**src/rtl/sad_pkg.sv**
```systemverilog
package sad_pkg;

  typedef enum logic [1:0] {
    ST_IDLE = 2'd0,
    ST_RUN  = 2'd1,
    ST_FIN  = 2'd2
  } srch_state_t;

  // Absolute difference of two unsigned pixels (zero-extended to 16 bits).
  function automatic logic [15:0] pix_absdiff(input logic [15:0] a, input logic [15:0] b);
    return (a > b) ? (a - b) : (b - a);
  endfunction

endpackage

```
**src/rtl/sad_lane.sv**
```systemverilog
module sad_lane
  import sad_pkg::*;
#(
  parameter int PW = 8,
  parameter int BW = 4,
  localparam int USW = $clog2(BW * ((1 << PW) - 1) + 1)
) (
  input  logic [BW*PW-1:0] cur_row,
  input  logic [BW*PW-1:0] ref_seg,
  output logic [USW-1:0]   part_sad
);

  always_comb begin
    part_sad = '0;
    for (int j = 0; j < BW; j++) begin
      part_sad = part_sad + USW'(pix_absdiff(16'(cur_row[j*PW +: PW]),
                                             16'(ref_seg[j*PW +: PW])));
    end
  end

endmodule

```
**src/rtl/sad_pick.sv**
```systemverilog
module sad_pick #(
  parameter int NCAND = 16,
  parameter int SADW  = 12,
  localparam int IW   = $clog2(NCAND)
) (
  input  logic [NCAND*SADW-1:0] sads,
  output logic [IW-1:0]         min_idx,
  output logic [SADW-1:0]       min_val
);

  // Strict less-than while scanning upward keeps the lowest index on ties.
  always_comb begin
    min_idx = '0;
    min_val = sads[SADW-1:0];
    for (int c = 1; c < NCAND; c++) begin
      if (sads[c*SADW +: SADW] < min_val) begin
        min_val = sads[c*SADW +: SADW];
        min_idx = IW'(c);
      end
    end
  end

endmodule

```
**src/rtl/sad_row_search.sv**
```systemverilog
module sad_row_search
  import sad_pkg::*;
#(
  parameter int PW    = 8,
  parameter int BW    = 4,
  parameter int NCAND = 16,
  parameter int NUNIT = 4,
  localparam int PH    = NCAND / NUNIT,
  localparam int PHW   = (PH > 1) ? $clog2(PH) : 1,
  localparam int LINE  = NCAND + BW - 1,
  localparam int WL    = LINE - 1,
  localparam int NSTEP = BW * PH,
  localparam int CW    = $clog2(NSTEP),
  localparam int RW    = (BW > 1) ? $clog2(BW) : 1,
  localparam int IW    = $clog2(NCAND),
  localparam int SADW  = $clog2(BW * BW * ((1 << PW) - 1) + 1),
  localparam int USW   = $clog2(BW * ((1 << PW) - 1) + 1)
) (
  input  logic                  clk,
  input  logic                  rst_n,
  input  logic                  start,
  input  logic [BW*BW*PW-1:0]   cur_blk,
  input  logic [LINE*PW-1:0]    ref_line,
  output logic [RW-1:0]         ref_row,
  output logic                  busy,
  output logic                  done,
  output logic [NCAND*SADW-1:0] sad_flat,
  output logic [IW-1:0]         best_idx,
  output logic [SADW-1:0]       best_sad
);

  srch_state_t              state;
  logic [CW-1:0]            step;
  logic [BW*BW*PW-1:0]      cur_q;
  logic [WL*PW-1:0]         win;
  logic [SADW-1:0]          sad_buf [NCAND];
  logic [USW-1:0]           part [NUNIT];
  logic [BW*PW-1:0]         cur_row;
  logic [PHW-1:0]           phase;
  logic [IW-1:0]            pick_idx;
  logic [SADW-1:0]          pick_val;

  // Named internal events
  wire start_take = start && (state == ST_IDLE);
  wire running    = (state == ST_RUN);
  wire last_step  = running && (step == CW'(NSTEP - 1));
  wire row_first  = (phase == '0);

  assign phase   = step[PHW-1:0];
  assign ref_row = RW'(step >> PHW);
  assign busy    = running;
  assign cur_row = cur_q[ref_row*BW*PW +: BW*PW];

  // Sequencer
  always_ff @(posedge clk or negedge rst_n) begin
    if (!rst_n) begin
      state <= ST_IDLE;
      step  <= '0;
      cur_q <= '0;
    end else begin
      case (state)
        ST_IDLE: if (start) begin
          state <= ST_RUN;
          step  <= '0;
          cur_q <= cur_blk;
        end
        ST_RUN: begin
          step <= step + 1'b1;
          if (last_step) state <= ST_FIN;
        end
        default: state <= ST_IDLE;
      endcase
    end
  end

  // Reference window: loaded one pixel to the right at the first step of a row,
  // then moved left one pixel per step so lanes reuse held pixels.
  always_ff @(posedge clk or negedge rst_n) begin
    if (!rst_n) begin
      win <= '0;
    end else if (running) begin
      if (row_first) win <= ref_line[LINE*PW-1:PW];
      else           win <= {PW'(0), win[WL*PW-1:PW]};
    end
  end

  // SAD lanes: lane u serves candidate u*PH + phase
  for (genvar u = 0; u < NUNIT; u++) begin : g_lane
    logic [BW*PW-1:0] ref_seg;
    always_comb begin
      for (int j = 0; j < BW; j++) begin
        ref_seg[j*PW +: PW] = row_first ? ref_line[(u*PH + j)*PW +: PW]
                                        : win[(u*PH + j)*PW +: PW];
      end
    end
    sad_lane #(.PW(PW), .BW(BW)) lane_i (
      .cur_row (cur_row),
      .ref_seg (ref_seg),
      .part_sad(part[u])
    );
  end

  // Candidate buffers
  always_ff @(posedge clk or negedge rst_n) begin
    if (!rst_n) begin
      for (int c = 0; c < NCAND; c++) sad_buf[c] <= '0;
    end else if (start_take) begin
      for (int c = 0; c < NCAND; c++) sad_buf[c] <= '0;
    end else if (running) begin
      for (int c = 0; c < NCAND; c++) begin
        if (phase == PHW'(c % PH))
          sad_buf[c] <= sad_buf[c] + SADW'(part[c / PH]);
      end
    end
  end

  for (genvar c = 0; c < NCAND; c++) begin : g_flat
    assign sad_flat[c*SADW +: SADW] = sad_buf[c];
  end

  sad_pick #(.NCAND(NCAND), .SADW(SADW)) pick_i (
    .sads   (sad_flat),
    .min_idx(pick_idx),
    .min_val(pick_val)
  );

  always_ff @(posedge clk or negedge rst_n) begin
    if (!rst_n) begin
      done     <= 1'b0;
      best_idx <= '0;
      best_sad <= '0;
    end else begin
      done <= (state == ST_FIN);
      if (state == ST_FIN) begin
        best_idx <= pick_idx;
        best_sad <= pick_val;
      end
    end
  end

  // Assertions
  assert_done_pulse_R4: assert property (@(posedge clk) disable iff (!rst_n)
    done |=> !done);

  assert_done_idle_R4: assert property (@(posedge clk) disable iff (!rst_n)
    done |-> !busy);

  assert_row_hold_R2: assert property (@(posedge clk) disable iff (!rst_n)
    (busy && !row_first) |-> $stable(ref_row));

  assert_run_unbroken_R6: assert property (@(posedge clk) disable iff (!rst_n)
    (running && !last_step) |=> busy);

  assert_hold_after_done_R8: assert property (@(posedge clk) disable iff (!rst_n)
    (done && !start) |=> $stable(sad_flat) && $stable(best_idx));

  for (genvar c = 0; c < NCAND; c++) begin : g_chk
    assert_best_min_R5: assert property (@(posedge clk) disable iff (!rst_n)
      done |-> (best_sad <= sad_flat[c*SADW +: SADW]));
    assert_no_overflow_R9: assert property (@(posedge clk) disable iff (!rst_n)
      sad_flat[c*SADW +: SADW] <= SADW'(BW * BW * ((1 << PW) - 1)));
  end

endmodule

```
**config.mk**
```make
export PLATFORM = sky130hd
export DESIGN_NAME = sad_row_search
export DESIGN_NICKNAME = d
export VERILOG_FILES = /design/src/rtl/sad_pkg.sv /design/src/rtl/sad_lane.sv /design/src/rtl/sad_pick.sv /design/src/rtl/sad_row_search.sv
export SDC_FILE = /design/constraint.sdc
export NUM_CORES = 2
export LEC_CHECK = 0
export CAP_MARGIN = 20
export CORE_MARGIN = 3
export CORE_UTILIZATION = 60
export DETAILED_ROUTE_END_ITERATION = 12
export PLACE_DENSITY = 0.84
export REMOVE_ABC_BUFFERS = 1
export SYNTH_ARGS = -nofsm -noshare
export SYNTH_HDL_FRONTEND = slang
export SYNTH_SLANG_ARGS = --single-unit
```
**constraint.sdc**
```tcl
create_clock -name clk -period 90.4 [get_ports clk]
set_input_delay 18.08 -clock clk [delete_from_list [all_inputs] [get_ports clk]]
set_output_delay 18.08 -clock clk [all_outputs]
set_load 0.03 [all_outputs]
```
* Word-level counts from Yosys, hierarchy flattened *
Index checks and enable logic that the tools add are counted.
Widths: inputs -> output; s select.

operators by class
  $add $sub $neg = 61
  equality and inequality tests = 8
  shifts and indexed selects = 1
  mux-type cells = 86
  reduce and logical (&&, ||, !) cells = 17
  magnitude comparators = 31

operators with widths
  cell                 number
  $mux 192             2
  $mux 12              31
  $sub 8x8->9          32
  $add 12x10->12       16
  $lt 12x12->1         15
  $mux 10              16
  $mux 144             1
  $gt 8x8->1           16
  $mux 8               16
  $shiftx 128x8->32    1
  $add 10x10->10       12
  $mux 4               9
  $reduce_and 2->1     7
  $mux 3               4
  $reduce_bool 2->1    6
  $mux 2               4
  $pmux 4 s2           1
  $eq 2x2->1 const B   3
  $add 4x1->4 const B  1
  $eq 2x1->1 const B   2
  $eq 4x4->1 const B   1
  $logic_not 2->1      2
  $pmux 2 s2           1
  $logic_and 1x1->1    2
  3 further kinds      3

storage, ports and cells
  bits in registers = 487
  word-level logic and storage cells = 227
  input bits = 283
  output and inout port bits = 212

* Logic depth before layout (Yosys ltp) *
  depth after elaboration = 30
  gate-level depth with buffers = 191
  mapped depth without buffers = 172

* Cells and area by module *
A second synthesis with hierarchy kept.

second synthesis, totals
  cell total of the unflattened synthesis = 6155
  area, all modules = 51106.5 um^2

by module, submodules not included
  module                            seq. area each (um^2)  area an instance (um^2)  cells each  instances
  sad_row_search                    12186.7                28312.2                  3083        1
  sad_pick                          0.0                    7693.6                   1089        1
  sad_lane at g_lane[2].lane_i ...  0.0                    3688.5                   484         2
  sad_lane at g_lane[0].lane_i      0.0                    3902.5                   507         1
  sad_lane at g_lane[1].lane_i      0.0                    3821.2                   508         1

* Worst setup path after synthesis *
No wires, ideal clock.

  path kind = register to register
  from = register sad_buf (netlist bit sad_flat[2])
  to = register best_idx[2]
  slack = 56050 ps
  arrival time = 34268 ps
  stages on the path, launching flop included = 175
  required time = 90318 ps
  period minus slack after synthesis = 34350 ps
  path buffers = 21
  setup time = 82 ps
  cells stage by stage = dfrtp_1 > inv_1 > ha_1 > a211o_1 > a31oi_2 > o221ai_4 > a21oi_1 > clkbuf_1 > clkbuf_1 > a21oi_1 > ha_1 > nand4_1 > nor2_1 > o21ai_0 > a211oi_1 > o21ai_0 > nand2b_1 > clkbuf_1 > [... 139 more ...] > a21boi_4 > buf_4 > a211oi_1 > a21o_1 > ha_1 > a21oi_1 > nor2b_1 > o21ai_0 > nand2b_1 > a21oi_1 > nor2b_1 > o21ai_0 > nand2b_1 > a221oi_1 > o211a_1 > buf_2 > nor3_1 > a31oi_1

on the way
  word-level cells in the longest chain between the ends = 30

RTL lines
  item                             line                   RTL
  start, declared                  sad_row_search.sv:36   logic [SADW-1:0] sad_buf [NCAND];
  start signal, assigned by index  sad_row_search.sv:112  sad_buf[c] <= sad_buf[c] + SADW'(part[c / PH]);
  $lt 12x12->1                     sad_pick.sv:16         if (sads[c*SADW +: SADW] < min_val) begin
  $mux 12 *                        sad_pick.sv:16
  $lt 12x12->1                     sad_pick.sv:16
  $mux 12 *                        sad_pick.sv:16
  $lt 12x12->1                     sad_pick.sv:16
  $mux 12 *                        sad_pick.sv:16
  $lt 12x12->1                     sad_pick.sv:16
  $mux 12                          sad_pick.sv:16
  [... 14 more ...]                --
  $lt 12x12->1                     sad_pick.sv:16
  $mux 12                          sad_pick.sv:16
  $lt 12x12->1                     sad_pick.sv:16
  $mux 12                          sad_pick.sv:16
  $lt 12x12->1                     sad_pick.sv:16
  $mux 12                          sad_pick.sv:16
  $lt 12x12->1                     sad_pick.sv:16
  $mux 4 *                         sad_pick.sv:16
  end signal, assigned             sad_row_search.sv:135  best_idx <= pick_idx;
  end, declared                    sad_row_search.sv:28   output logic [IW-1:0] best_idx,

Mark *: on every way between the ends. The rest lies on a longest branch, timed or not.
A chain may end at the register's enable or synchronous reset.

* Worst setup path in the final report *
  from = register sad_buf (netlist bit sad_flat[6])
  to = register best_sad[6]

on the way
  word-level cells in the longest chain between the ends = 30

RTL lines
  item                  line                   RTL
  $lt 12x12->1          sad_pick.sv:16
  $mux 12 *             sad_pick.sv:16
  $lt 12x12->1          sad_pick.sv:16
  $mux 12 *             sad_pick.sv:16
  $lt 12x12->1          sad_pick.sv:16
  $mux 12 *             sad_pick.sv:16
  $lt 12x12->1          sad_pick.sv:16
  $mux 12 *             sad_pick.sv:16
  [... 14 more ...]     --
  $lt 12x12->1          sad_pick.sv:16
  $mux 12 *             sad_pick.sv:16
  $lt 12x12->1          sad_pick.sv:16
  $mux 12 *             sad_pick.sv:16
  $lt 12x12->1          sad_pick.sv:16
  $mux 12 *             sad_pick.sv:16
  $lt 12x12->1          sad_pick.sv:16
  $mux 12 *             sad_pick.sv:16
  end signal, assigned  sad_row_search.sv:136  best_sad <= pick_val;
  end, declared         sad_row_search.sv:29   output logic [SADW-1:0] best_sad

Marks and branches as above.

==> impl_metrics.toml <==
[cts]
clkTransAtPathRegs_ns = 0.06
clk_latency_ns = 0.63
post_cts_buffers = 0
htreeDepth = 2
cts_tree = "done"
cts_root_buf = "clkbuf_16"
cts_buffer_depth = 3
clock-sinks = 487
cts_buffers = 55
holdBufCountCts = 0
cts_resized = 0

[timing]
rsz0062_at_grt = "false"
worst_pin_slew_ns = 1.190
fin_skew_ns = 0.02236
finalHoldViolCount = 0
fin_crit_ns = 38.84
setup-tns-final_ns = 0
finalCritPeriodShare_pct = 42.96
slew_headroom_pct = 20.13
finalSetupViolCount = 0
slew_violations = 0
timing.fmax_mhz = 25.75

[worst_setup_path]
cp_slowest_cell = "o41ai_4"
required_ns = 90.90
critPathKind = "reg -> reg"
crit_path_end_kind = "flop"
crit_top_cell = "ha_1"
cp-start-kind = "flop"
arrival_ns = 39.34
path_max_fanout = 34
slowest_delay_ns = 0.96

[placed_design]
io_buffers = 494
hpwl_um = 119100
place_congestion = 1.030

[detailed_routing]
drc = 0
routed_wl_um = 151000
ant_nets = 0
avgViaCountPerCell = 6.048
dr.pass1.iters = 8
vias = 40760
drt_iter0_markers = 3583
routedWlPerCell_um = 22.41

[layout]
nNetsFinal = 6678
drive_above_1_share_pct = 5.275
area_growth_pct = 17.14

[synth]
synthTopCellsByArea = "dfrtp_1 (26%), ha_1 (16%), mux2i_1 (6.2%), nand2_1 (6.0%), fa_1 (5.2%)"
synth_area_per_cell_um2 = 8.803
synth_seq_cells = 487
ys_seq_area_share_pct = 26.36
async_reset_ff_share_pct = 100.0
synth_edf_count = 0
synth_cell_types = 105
syn_area_um2 = 46220
yosysTopAreaCellShare_pct = 26.36
yosys.area.top_type = "dfrtp_1"
syn_inst = 5251
ys_warn_count = 0
synth_flop_cell = "dfrtp_1"

[global_routing]
grt_overflow = 0
grt_max_degree = 213
antenna_found_initial = 9
grt_pass1_wl_um = 230800
grt_pass1_vias = 40280
grtUsageTotal_pct = 36.70

[floorplanning]
core-area_um2 = 76080
die_h_um = 283.6
start_util_pct = 60.76
die-area_um2 = 80410
rows = 101
ioPinCount = 495
die_x_um = 283.6

[hold_path]
hold_class = "reg -> reg"

[run_status]
status = "completed"

[flow_run]
max_cap_viol_count = 0
==> logic make-up (layout without fill, tap and decap cells) <==
group	after synthesis	count (layout)	share of synthesized area, %
AOI/OAI and AO/OA	1382	1382	19.25
and+or+nand+nor	1292	1292	12.37
adders and majority gates	730	730	21.70
buffers and inverters	710	1165	5.866
DFF	487	487	26.36
muxes	390	390	9.522
xor gates and xnor gates	260	260	4.926
other	0	4	0
==> synthesized netlist by cell type, types with 59 or more instances <==
master,instances
nand2b_1,59
mux2_2,68
a21oi_1,387
clkbuf_1,147
o21ai_0,368
nor2b_1,89
nand2_1,745
xnor2_1,166
fa_1,120
mux2i_1,285
a22o_1,73
o21bai_1,126
xor2_1,94
nor2_1,199
inv_1,523
ha_1,609
dfrtp_1,487
a21o_1,153
==> path summary, 6_finish.rpt <==
| check | start | to | slack [ns] | cells after the start |
|---|---|---|---|---|
| worst max-delay path | sad_flat[6]$_DFFE_PN0P_ | best_sad[6]$_DFFE_PN0P_ | 51.56 | 157 |
| worst min-delay path | cur_q[93]$_DFFE_PN0P_ | cur_q[93]$_DFFE_PN0P_ | 0.47 | 2 |
| worst max register to register | sad_flat[6]$_DFFE_PN0P_ | best_sad[6]$_DFFE_PN0P_ | 51.56 | 157 |
| worst min register to register | cur_q[93]$_DFFE_PN0P_ | cur_q[93]$_DFFE_PN0P_ | 0.47 | 2 |
| max in group asynchronous | rst_n | cur_q[18]$_DFFE_PN0P_ | 69.75 | 4 |
| min in group asynchronous | rst_n | sad_flat[188]$_DFFE_PN0P_ | 17.46 | 1 |
==> flip-flops by register name, summed over array words and instances (netlist names) <==
| signal | count |
|---|---|
| step | 4 |
| win | 144 |
| state | 2 |
| sad_flat | 192 |
| best_sad | 12 |
| done | 1 |
| best_idx | 4 |
| cur_q | 128 |
==> stage by stage <==
step | cell area (um^2) | setup slack, ns | hold WS [ns] | utilization [%] | std cells
detailed placement | 52170 | 52.42 | 0.4574 | 68.58 | 6636
floorplan | 45480 | 56.42 | 0.4403 | - | 5065
CTS | 54110 | 52.27 | 0.4724 | 71.13 | 6733
finish | 54150 | 51.56 | 0.4680 | 71.18 | 6740
global placement | 52170 | 53.69 | 0.4526 | 68.58 | 6636
global route | 54140 | 48.33 | 0.4833 | 71.17 | 6738
==> layout by cell type, fill, tap and decap left out, drive strengths merged, types with 25 or more instances in the layout <==
cell and instances:
xor2 94, or3 26, fa 120, nor2b 89
mux2 72, nand2 746, nand4 37, a211oi 38
dfrtp 487, nand2b 59, ha 609, o21bai 127
a21oi 387, and2 25, a21o 153, nor3 28
a22o 74, xnor2 166, nor2 199, mux2i 286
buf 51, clkbuf 76, o21ai 382, nand3 30
clkdlybuf4s50 493, inv 523, mux4 32
==> layout make-up <==
type	count	area [um^2]
timing repair buffer	544	5341
clock buffer	76	1588
clock inverter	21	349.1
sequential	487	12190
multi-input combinational	4054	31410
antenna	4	10.01
fill	5942	21930
tap	1030	1289
inverter	524	1967
==> worst max-delay path, delay by kind of cell, from the launching register on <==
family	cells	cell delay, ns
mux	9	2.87
compound gates	73	19.26
fa+ha+maj	15	4.12
flops	1	0.42
buf+inv	15	1.58
simple gates	45	10.44
==> metal layers <==
| metal | vias up | global-route usage (%) | share of wire [%] |
|---|---|---|---|
| li1 | 19040 | - | - |
| met3 | 446 | 6.104 | 8.0 |
| met4 | 2 | 21.20 | 6.7 |
| met2 | 1696 | 58.43 | 45 |
| met1 | 19580 | 47.47 | 40 |
| met5 | - | 0 | 0.0073 |
Power is not shown: default switching activity piles up to over one toggle a cycle in this logic, so the estimate is an artifact.
